**config.mk**
```make
export PLATFORM = sky130hd
export DESIGN_NAME = cfg_index_port
export DESIGN_NICKNAME = d
export VERILOG_FILES = /design/src/rtl/cip_pkg.sv /design/src/rtl/cip_selfclr.sv /design/src/rtl/cip_rsp_store.sv /design/src/rtl/cfg_index_port.sv
export SDC_FILE = /design/constraint.sdc
export NUM_CORES = 1
export LEC_CHECK = 0
export BUFFER_PORTS_ARGS = -buffer_cell sky130_fd_sc_hd__clkbuf_2
export CAP_MARGIN = 30
export CORE_MARGIN = 2
export CORE_UTILIZATION = 40
export DETAILED_ROUTE_END_ITERATION = 10
export MAX_ROUTING_LAYER = met4
export PLACE_DENSITY_LB_ADDON = 0.05
export SYNTH_ARGS = -nofsm -noshare
export SYNTH_HDL_FRONTEND = slang
export SYNTH_HIERARCHICAL = 1
export SYNTH_SLANG_ARGS = --single-unit
```
**constraint.sdc**
```tcl
create_clock -name clk -period 5.6 [get_ports clk]
set_clock_uncertainty 0.05 [all_clocks]
set_input_delay 0.56 -clock clk [delete_from_list [all_inputs] [get_ports clk]]
set_output_delay 0.56 -clock clk [all_outputs]
set_load 0.03 [all_outputs]
```
**src/rtl/cip_pkg.sv**
```systemverilog
package cip_pkg;
  localparam logic [2:0] OFF_INDEX = 3'd5;
  localparam logic [2:0] OFF_DATA  = 3'd6;

  localparam logic [7:0] IX_CLK    = 8'h01;
  localparam logic [7:0] IX_BSZ_HI = 8'h02;
  localparam logic [7:0] IX_BSZ_LO = 8'h05;
  localparam logic [7:0] IX_SETUP  = 8'h06;
  localparam logic [7:0] IX_DMA    = 8'h07;
  localparam logic [7:0] IX_FIFOEN = 8'h08;
  localparam logic [7:0] IX_STATUS = 8'h10;
  localparam logic [7:0] IX_RSPLEN = 8'h1E;
  localparam logic [7:0] IX_RSP0   = 8'h1F;

  // setup bit positions
  localparam int SU_SOFT  = 1;
  localparam int SU_FIFO  = 2;
  localparam int SU_DATA3 = 3;

  // keep only the stored fields of the size-high byte
  function automatic logic [7:0] bsz_hi_mask(input logic [7:0] w);
    return {w[7:4], 3'b000, w[0]};
  endfunction

  // assemble the twelve-bit size from both bytes
  function automatic logic [11:0] bsz_join(input logic [7:0] hi, input logic [7:0] lo);
    return {hi[7:4], lo};
  endfunction

  function automatic logic [7:0] setup_view(input logic d3, input logic fr, input logic sr);
    return {4'b0000, d3, fr, sr, 1'b0};
  endfunction
endpackage

```
**src/rtl/cip_selfclr.sv**
```systemverilog
module cip_selfclr #(
  parameter int CYC = 4,
  localparam int CW = (CYC < 2) ? 1 : $clog2(CYC)
) (
  input  logic clk,
  input  logic rst_n,
  input  logic set,
  output logic active
);
  logic [CW-1:0] cnt_q;

  always_ff @(posedge clk) begin
    if (!rst_n) begin
      active <= 1'b0;
      cnt_q  <= '0;
    end else if (!active) begin
      if (set) begin
        active <= 1'b1;
        cnt_q  <= CW'(CYC - 1);
      end
    end else if (cnt_q == '0) begin
      active <= 1'b0;
    end else begin
      cnt_q <= cnt_q - 1'b1;
    end
  end
endmodule

```
**src/rtl/cip_rsp_store.sv**
```systemverilog
module cip_rsp_store #(
  parameter int N = 16,
  localparam int SW = (N < 2) ? 1 : $clog2(N)
) (
  input  logic          clk,
  input  logic          rst_n,
  input  logic          ld_en,
  input  logic [SW-1:0] ld_sel,
  input  logic [7:0]    ld_byte,
  input  logic          len_ld,
  input  logic          len_val,
  input  logic [SW-1:0] rd_sel,
  output logic [7:0]    rd_byte,
  output logic          len_q
);
  logic [7:0] bytes_q [N];

  for (genvar g = 0; g < N; g++) begin : g_byte
    always_ff @(posedge clk) begin
      if (!rst_n)                          bytes_q[g] <= 8'h00;
      else if (ld_en && ld_sel == SW'(g))  bytes_q[g] <= ld_byte;
    end
  end

  always_ff @(posedge clk) begin
    if (!rst_n)      len_q <= 1'b0;
    else if (len_ld) len_q <= len_val;
  end

  assign rd_byte = bytes_q[rd_sel];
endmodule

```
**src/rtl/cfg_index_port.sv**
```systemverilog
module cfg_index_port
  import cip_pkg::*;
#(
  parameter int RST_CYCLES = 4,
  parameter int RSP_BYTES  = 16,
  localparam int RSP_SELW  = (RSP_BYTES < 2) ? 1 : $clog2(RSP_BYTES)
) (
  input  logic                clk,
  input  logic                rst_n,
  input  logic [2:0]          host_addr,
  input  logic                host_wr,
  input  logic                host_rd,
  input  logic [7:0]          host_wdata,
  output logic [7:0]          host_rdata,
  input  logic [7:0]          card_status,
  input  logic                rsp_ld_en,
  input  logic [RSP_SELW-1:0] rsp_ld_sel,
  input  logic [7:0]          rsp_ld_byte,
  input  logic                rsp_len_ld,
  input  logic                rsp_len_long,
  output logic [1:0]          clk_sel,
  output logic [11:0]         blk_size,
  output logic                wide_bus,
  output logic                data3_hi,
  output logic                soft_rst_act,
  output logic                fifo_rst_act
);
  localparam int NRST = 2;
  localparam int RST_BIT [NRST] = '{SU_SOFT, SU_FIFO};

  logic [7:0] idx_q;
  logic [1:0] clk_q;
  logic [7:0] bhi_q, blo_q, dma_q, fen_q;
  logic       d3_q;

  // named decode events
  logic wr_index, wr_data;
  logic wr_clk, wr_bhi, wr_blo, wr_setup, wr_dma, wr_fen;
  assign wr_index = host_wr && host_addr == OFF_INDEX;
  assign wr_data  = host_wr && host_addr == OFF_DATA;
  assign wr_clk   = wr_data && idx_q == IX_CLK;
  assign wr_bhi   = wr_data && idx_q == IX_BSZ_HI;
  assign wr_blo   = wr_data && idx_q == IX_BSZ_LO;
  assign wr_setup = wr_data && idx_q == IX_SETUP;
  assign wr_dma   = wr_data && idx_q == IX_DMA;
  assign wr_fen   = wr_data && idx_q == IX_FIFOEN;

  // self-clearing reset commands
  logic [NRST-1:0] rst_act;
  for (genvar g = 0; g < NRST; g++) begin : g_rst
    cip_selfclr #(.CYC(RST_CYCLES)) u_sc (
      .clk    (clk),
      .rst_n  (rst_n),
      .set    (wr_setup && host_wdata[RST_BIT[g]]),
      .active (rst_act[g])
    );
  end
  assign soft_rst_act = rst_act[0];
  assign fifo_rst_act = rst_act[1];

  // response storage
  logic [7:0]          rsp_off;
  logic                in_rsp;
  logic [7:0]          rsp_byte;
  logic                rsp_len;
  assign rsp_off = idx_q - IX_RSP0;
  assign in_rsp  = rsp_off < 8'(RSP_BYTES);

  cip_rsp_store #(.N(RSP_BYTES)) u_rsp (
    .clk     (clk),
    .rst_n   (rst_n),
    .ld_en   (rsp_ld_en),
    .ld_sel  (rsp_ld_sel),
    .ld_byte (rsp_ld_byte),
    .len_ld  (rsp_len_ld),
    .len_val (rsp_len_long),
    .rd_sel  (rsp_off[RSP_SELW-1:0]),
    .rd_byte (rsp_byte),
    .len_q   (rsp_len)
  );

  always_ff @(posedge clk) begin
    if (!rst_n)        idx_q <= 8'h00;
    else if (wr_index) idx_q <= host_wdata;
  end

  always_ff @(posedge clk) begin
    if (!rst_n)        d3_q <= 1'b0;
    else if (wr_setup) d3_q <= host_wdata[SU_DATA3];
  end

  always_ff @(posedge clk) begin
    if (!rst_n || soft_rst_act) begin
      clk_q <= 2'd0;
      bhi_q <= 8'h00;
      blo_q <= 8'h00;
      dma_q <= 8'h00;
      fen_q <= 8'h00;
    end else begin
      if (wr_clk) clk_q <= host_wdata[1:0];
      if (wr_bhi) bhi_q <= bsz_hi_mask(host_wdata);
      if (wr_blo) blo_q <= host_wdata;
      if (wr_dma) dma_q <= host_wdata;
      if (wr_fen) fen_q <= host_wdata;
    end
  end

  // indexed read mux
  logic [7:0] ix_rd;
  always_comb begin
    ix_rd = 8'h00;
    if (in_rsp) ix_rd = rsp_byte;
    else begin
      unique case (idx_q)
        IX_CLK:    ix_rd = {6'b0, clk_q};
        IX_BSZ_HI: ix_rd = bhi_q;
        IX_BSZ_LO: ix_rd = blo_q;
        IX_SETUP:  ix_rd = setup_view(d3_q, fifo_rst_act, soft_rst_act);
        IX_DMA:    ix_rd = dma_q;
        IX_FIFOEN: ix_rd = fen_q;
        IX_STATUS: ix_rd = card_status;
        IX_RSPLEN: ix_rd = {7'b0, rsp_len};
        default:   ix_rd = 8'h00;
      endcase
    end
  end

  always_ff @(posedge clk) begin
    if (!rst_n) host_rdata <= 8'h00;
    else if (host_rd) begin
      if (host_addr == OFF_INDEX)     host_rdata <= idx_q;
      else if (host_addr == OFF_DATA) host_rdata <= ix_rd;
      else                            host_rdata <= 8'h00;
    end
  end

  assign clk_sel  = clk_q;
  assign blk_size = bsz_join(bhi_q, blo_q);
  assign wide_bus = bhi_q[0];
  assign data3_hi = d3_q;
endmodule

```
==> results.cfg, run 1 <==
[drt]
drt_iter0_drc = 412
drcViolationCount = 0
ant_nets = 0
drt-vias-per-instance = 5.43
routed_wl_mm = 23.1
dr.pass1.iters = 5
wl_per_cell_um = 21.6
via_count = 5807

[synthesis]
ys.warnings.count = 6
syn_area_um2 = 8860
synth_top_area_share_pct = 43.4
syn_inst = 719
synthTopCellsByArea = edfxtp_1 (43%), dfxtp_1 (12%), and2_1 (9.5%)
avgSynthCellArea_um2 = 12.3
syn_nets = 763
ys_ff_latch = 183
async_flop_share_pct = 0
synth_top_area_cell = edfxtp_1
ys_seq_area_share_pct = 55.8
synth_ff_type = edfxtp_1
synth_edf_count = 128
yosysUniqueCellTypes = 64

[clocking]
ctsResizeCount = 0
clockRootBuffer = clkbuf_16
path_clk_slew_ns = 0.07
ctsHoldBuffers = 0
ctsHtreeMaxLevel = 4
post_cts_buffers = 0
cts_tree = yes
clk_latency_ns = 0.44
cts_made_buffers = 17
numClockSinks = 183
cts_buffer_depth = 2

[power_and_ir_drop]
internal-power_w = 0.00220
power_density_nw_per_um2 = 288
vdd_drop_max_v = 0.000197
power_w = 0.00287
swShare_pct = 23.3
p_comb_share_pct = 6.7
cellLeakagePower_nw = 3.80
clockPowerShare_pct = 40.0
pwr-share-seq_pct = 53.3
switching_power_w = 0.000668

[floorplan]
fp.dieW_um = 153
die_area_um2 = 23400
row_count = 54
num_io_pins = 64
start_util_pct = 40.7
die_h_um = 153
coreArea_um2 = 21800

[critical_path]
crit_required_ns = 5.84
worst_ep_arrival_time_ns = 3.33
worst-path-max-fanout = 19
critPathLaunchType = flop
path_class = reg2reg
end_kind = flop

[placed_design]
dp_cells = 1037
portBuffers = 63
place_ws_ns = 2.51
post-dp-hpwl_mm = 16.4
place.gp.congestion = 0.849

[run]
maxCapViolCount = 0

[cells_and_area]
antenna_cells = 0
nFillCells = 2016
drive_gt1_share_pct = 17.2
mostFrequentLayoutCells = and2_1 (134), edfxtp_1 (128), clkbuf_2 (63), nand2_1 (59), dfxtp_1 (55)
mostFrequentLayoutCell = and2_1
syn2layout_area_growth_pct = 12.3
fin_nets = 820
instances_no_fill = 1069

[global_routing]
overflow = 0
antenna_found_initial = 0
grt_pass1_wl_mm = 35.8
grt_max_degree = 43
grt_pass1_vias = 5871
grt.total_usage_pct = 20.8

[timing]
finalSetupViolCount = 0
setup_tns_ns = 0
hold_viol = 0
clock.fmax_mhz = 324
slew_viol_final = 0
rsz0062_at_grt = no
worstMarginPinSlew_ns = 0.913
setup_ws_ns = 2.51
relSlewSlack_pct = 38.7
fin_crit_sh_pct = 55.1
layout_min_cycle_time_ns = 3.09

[min_path]
hold_path.class = in2reg

[outcome]
outcome = finished clean
==> Yosys cell counts (3+ instances only) <==
cell             number
nand4_1               3
inv_1                 7
nor3_1                3
and2_1              134
a32o_1                3
a21boi_0              9
nor2b_1              10
mux4_2               16
edfxtp_1            128
a211oi_1              4
o211a_1               4
mux4_1               16
nand3_1              12
mux2i_1              27
dfxtp_1              55
nand3b_1              6
clkdlybuf4s25_2       3
buf_6                 9
nand2_1              59
a21oi_1              19
and3_1                6
buf_4                 5
ha_1                  6
o21ai_0              23
a22o_1                3
clkbuf_1             17
a22oi_1              26
a222oi_1              3
buf_2                 7
nand2b_1              5
nor2_1               49
==> through the flow <==
step | instance area (um^2) | hold WS [ns] | util (%)
after floorplan | 8860 | 0.382 | -
after global placement | 9330 | 0.390 | 42.9
after detailed placement | 9400 | 0.399 | 43.2
after CTS | 9950 | 0.332 | 45.8
after global routing | 9950 | 0.343 | 45.8
final | 9950 | 0.349 | 45.8
==> layer usage <==
metal | GRT usage, % | up-vias | share of wire, % | wire, um
li1 | - | 2760 | - | -
met1 | 27.5 | 2872 | 45 | 10400
met2 | 33.1 | 159 | 49 | 11200
met3 | 4.22 | 16 | 4.5 | 1030
met4 | 5.47 | 0 | 1.8 | 406
met5 | - | - | 0 | 0
==> worst max-delay path, cell delays in order, from the launching register on <==
cell       delay (ns)
dfxtp_1          0.50
inv_1            0.13
ha_1             0.57
buf_16           0.22
mux4_2           0.32
a22oi_1          0.22
nand2_1          0.07
nand2b_1         0.14
a2111oi_0        0.60
o31ai_1          0.12
==> final timing paths <==
path | to | startpoint | cells past startpoint | slack [ns]
setup / recovery | host_rdata[6] | idx_q[1] | 9 | 2.51
hold reg to reg | fen_q[2] | fen_q[2] | 2 | 0.41
hold / removal | u_rsp/len_q | rsp_len_long | 3 | 0.35
setup reg to reg | host_rdata[6] | idx_q[1] | 9 | 2.51
==> power groups by stage <==
| stage | Sequential (W) | Combinational, W | Clock, W |
|---|---|---|---|
| 6_report | 0.00153 | 0.000192 | 0.00115 |
| 5_1_grt | 0.00153 | 0.000208 | 0.00124 |
| 4_1_cts | 0.00153 | 0.000194 | 0.00118 |
| 3_5_place_dp | 0.00156 | 0.000193 | 0 |
| 3_3_place_gp | 0.00156 | 0.000185 | 0 |
| 2_1_floorplan | 0.00154 | 0.000118 | 0 |
==> cell families (layout without fill, tap and decap cells) <==
kind of cell / count (synthesis) / after routing / synth area share [%]
multiplexers: 59 / 59 / 11.9
adder cells (fa/ha/maj): 6 / 6 / 0.847
buffers and inverters: 52 / 122 / 3.83
XOR/XNOR: 3 / 3 / 0.296
AND/OR/NAND/NOR: 307 / 307 / 18.9
AO/OA/AOI/OAI: 109 / 109 / 8.47
flip-flops: 183 / 183 / 55.8
==> state kept, by name (all words and copies together) (netlist names) <==
register and cells:
g_rst.u_sc/active 2, idx_q 8, clk_sel 2, blo_q 8, g_rst.u_sc/cnt_q 4, bhi_q 5, dma_q 8, u_rsp/len_q 1
u_rsp/bytes_q 128, host_rdata 8, data3_hi 1, fen_q 8
==> cell type report <==
type                    instances  area [um^2]  share of cell area (%)
inverters                       7         26.3                   0.264
clock inverters                13          123                    1.23
clock buffers                  19          433                    4.35
multi-input cells             484         3580                    36.0
flip-flops and latches        183         4940                    49.7
repair buffers                 83          498                    5.00
well taps                     280          350                    3.52
No activity file was read; power rests on OpenSTA's default activity.
==> inputs of run 2 (changes only) <==
clock period = 3.15 ns   (was 5.6 ns; I/O delays follow)
==> run 2 against run 1 <==
  * Non-clock buffer count rose by 7
  * Utilization rose by 0.50 points
  * Largest power group unchanged
  * Routed wire length rose by 2.0%
  * Sequential share of layout area fell by 0.54 points
==> results.cfg, run 2 (synthesized netlist as in run 1, its figures left out) <==
[outcome]
outcome = finished clean

[critical_path]
path_cells = clkinv_1 > ha_1 > buf_12 > mux4_2 > a22oi_1 > nand2_1 > or3_2 > o221ai_1 > a31oi_1
cpLargestDelayFamily = compound AO/OA/AOI/OAI gates
crit_required_ns = 3.41
worst-path-max-fanout = 32
path_class = reg2reg
worst-path-buf-inv = 2
crit_slowest_cell = dfxtp_1
critPathLaunchType = flop
r2r_start = idx_q[0]
end_kind = flop
max_stage_delay_ns = 0.45
worst_ep_arrival_time_ns = 3.05
crit_start = idx_q[0]

[timing]
slew_viol_final = 0
layout_min_cycle_time_ns = 2.79
fin_crit_sh_pct = 88.5
hold_ws_ns = 0.107
finalSetupViolCount = 0
hold_viol = 0
clock.fmax_mhz = 359
worstMarginPinSlew_ns = 0.788
relSlewSlack_pct = 47.2
rsz0062_at_grt = no
setup_ws_ns = 0.363
setup_tns_ns = 0

[floorplan]
start_util_pct = 40.7
num_io_pins = 64
die_area_um2 = 23400
die_h_um = 153
coreArea_um2 = 21800
fp.dieW_um = 153
row_count = 54

[drt]
drt-vias-per-instance = 5.49
dr.pass1.iters = 5
drt_iter0_drc = 278
via_count = 5905
wl_per_cell_um = 21.9
routed_wl_mm = 23.5
ant_nets = 0
drcViolationCount = 0

[cells_and_area]
largest_reg_flops = 128
mostFrequentLayoutCell = and2_1
fin_nets = 827
syn2layout_area_growth_pct = 13.5
mostFrequentLayoutCells = and2_1 (134), edfxtp_1 (128), clkbuf_2 (63), nand2_1 (59), dfxtp_1 (55)
antenna_cells = 0
instances_no_fill = 1076
top_register = u_rsp/bytes_q
nFillCells = 2033
final_area_um2 = 10100
drive_gt1_share_pct = 18.1

[global_routing]
grt_pass1_vias = 5937
overflow = 0
grt_max_degree = 33
grt_pass1_wl_mm = 36.5
grt.total_usage_pct = 21.1
antenna_found_initial = 0

[placed_design]
post-dp-hpwl_mm = 16.9
portBuffers = 63
place_ws_ns = 0.376
dp_cells = 1044
postPlaceCellArea_um2 = 9430
place.gp.congestion = 0.846

[min_path]
min_from = rsp_len_long
hold_path.class = in2reg

[power_and_ir_drop]
power_density_nw_per_um2 = 536
cellLeakagePower_nw = 3.87
vdd_drop_max_v = 0.000382

[clocking]
cts_tree = yes
numClockSinks = 183
clockRootBuffer = clkbuf_16
ctsHtreeMaxLevel = 4
ctsHoldBuffers = 0
path_clk_slew_ns = 0.07
post_cts_buffers = 0
ctsResizeCount = 0
clk_latency_ns = 0.43
cts_made_buffers = 17
cts_buffer_depth = 2

[run]
maxCapViolCount = 0
## run 2: layer usage
metal | GRT usage [%] | share of wire [%] | up-vias
li1 | - | - | 2775
met1 | 28.0 | 46 | 2961
met2 | 33.6 | 48 | 141
met3 | 3.01 | 3.6 | 28
met4 | 7.01 | 2.5 | 0
met5 | - | 0 | -
## run 2: path summary, 6_finish.rpt
| kind | endpoint | slack (ns) | cells past startpoint |
|---|---|---|---|
| max | host_rdata[3] | 0.36 | 9 |
| min | u_rsp/len_q | 0.11 | 3 |
| max reg2reg | host_rdata[3] | 0.36 | 9 |
| min reg2reg | fen_q[6] | 0.41 | 2 |
## run 2: layout make-up
| cell class | instances | area (um^2) | area share [%] |
|---|---|---|---|
| flip-flops and latches | 183 | 4940 | 49.1 |
| multi-input cells | 484 | 3580 | 35.6 |
| repair buffers | 90 | 526 | 5.22 |
| clock buffers | 18 | 429 | 4.26 |
| well taps | 280 | 350 | 3.48 |
| clock inverters | 14 | 208 | 2.06 |
| inverters | 7 | 26.3 | 0.261 |
## run 2: tightest hold or removal path: cells and delay by family
kind,cells,cell delay [ns]
AND/OR/NAND/NOR,1,0.10
buffers and inverters,1,0.07
multiplexers,1,0.06
## run 2: where the power goes
part	switching (W)	internal [W]	leakage [nW]	total, W
Clock	0.000968	0.00136	0.312	0.00232
Combinational	0.000212	0.000137	1.89	0.000349
Sequential	0.0000438	0.00267	1.67	0.00272
Total	0.00122	0.00417	3.87	0.00539
## run 2: stage by stage
stage | total power [W] | util [%]
floorplan | 0.00296 | -
global placement | 0.00311 | 43.2
detailed placement | 0.00312 | 43.3
CTS | 0.00544 | 46.3
global route | 0.00556 | 46.3
finish | 0.00539 | 46.3
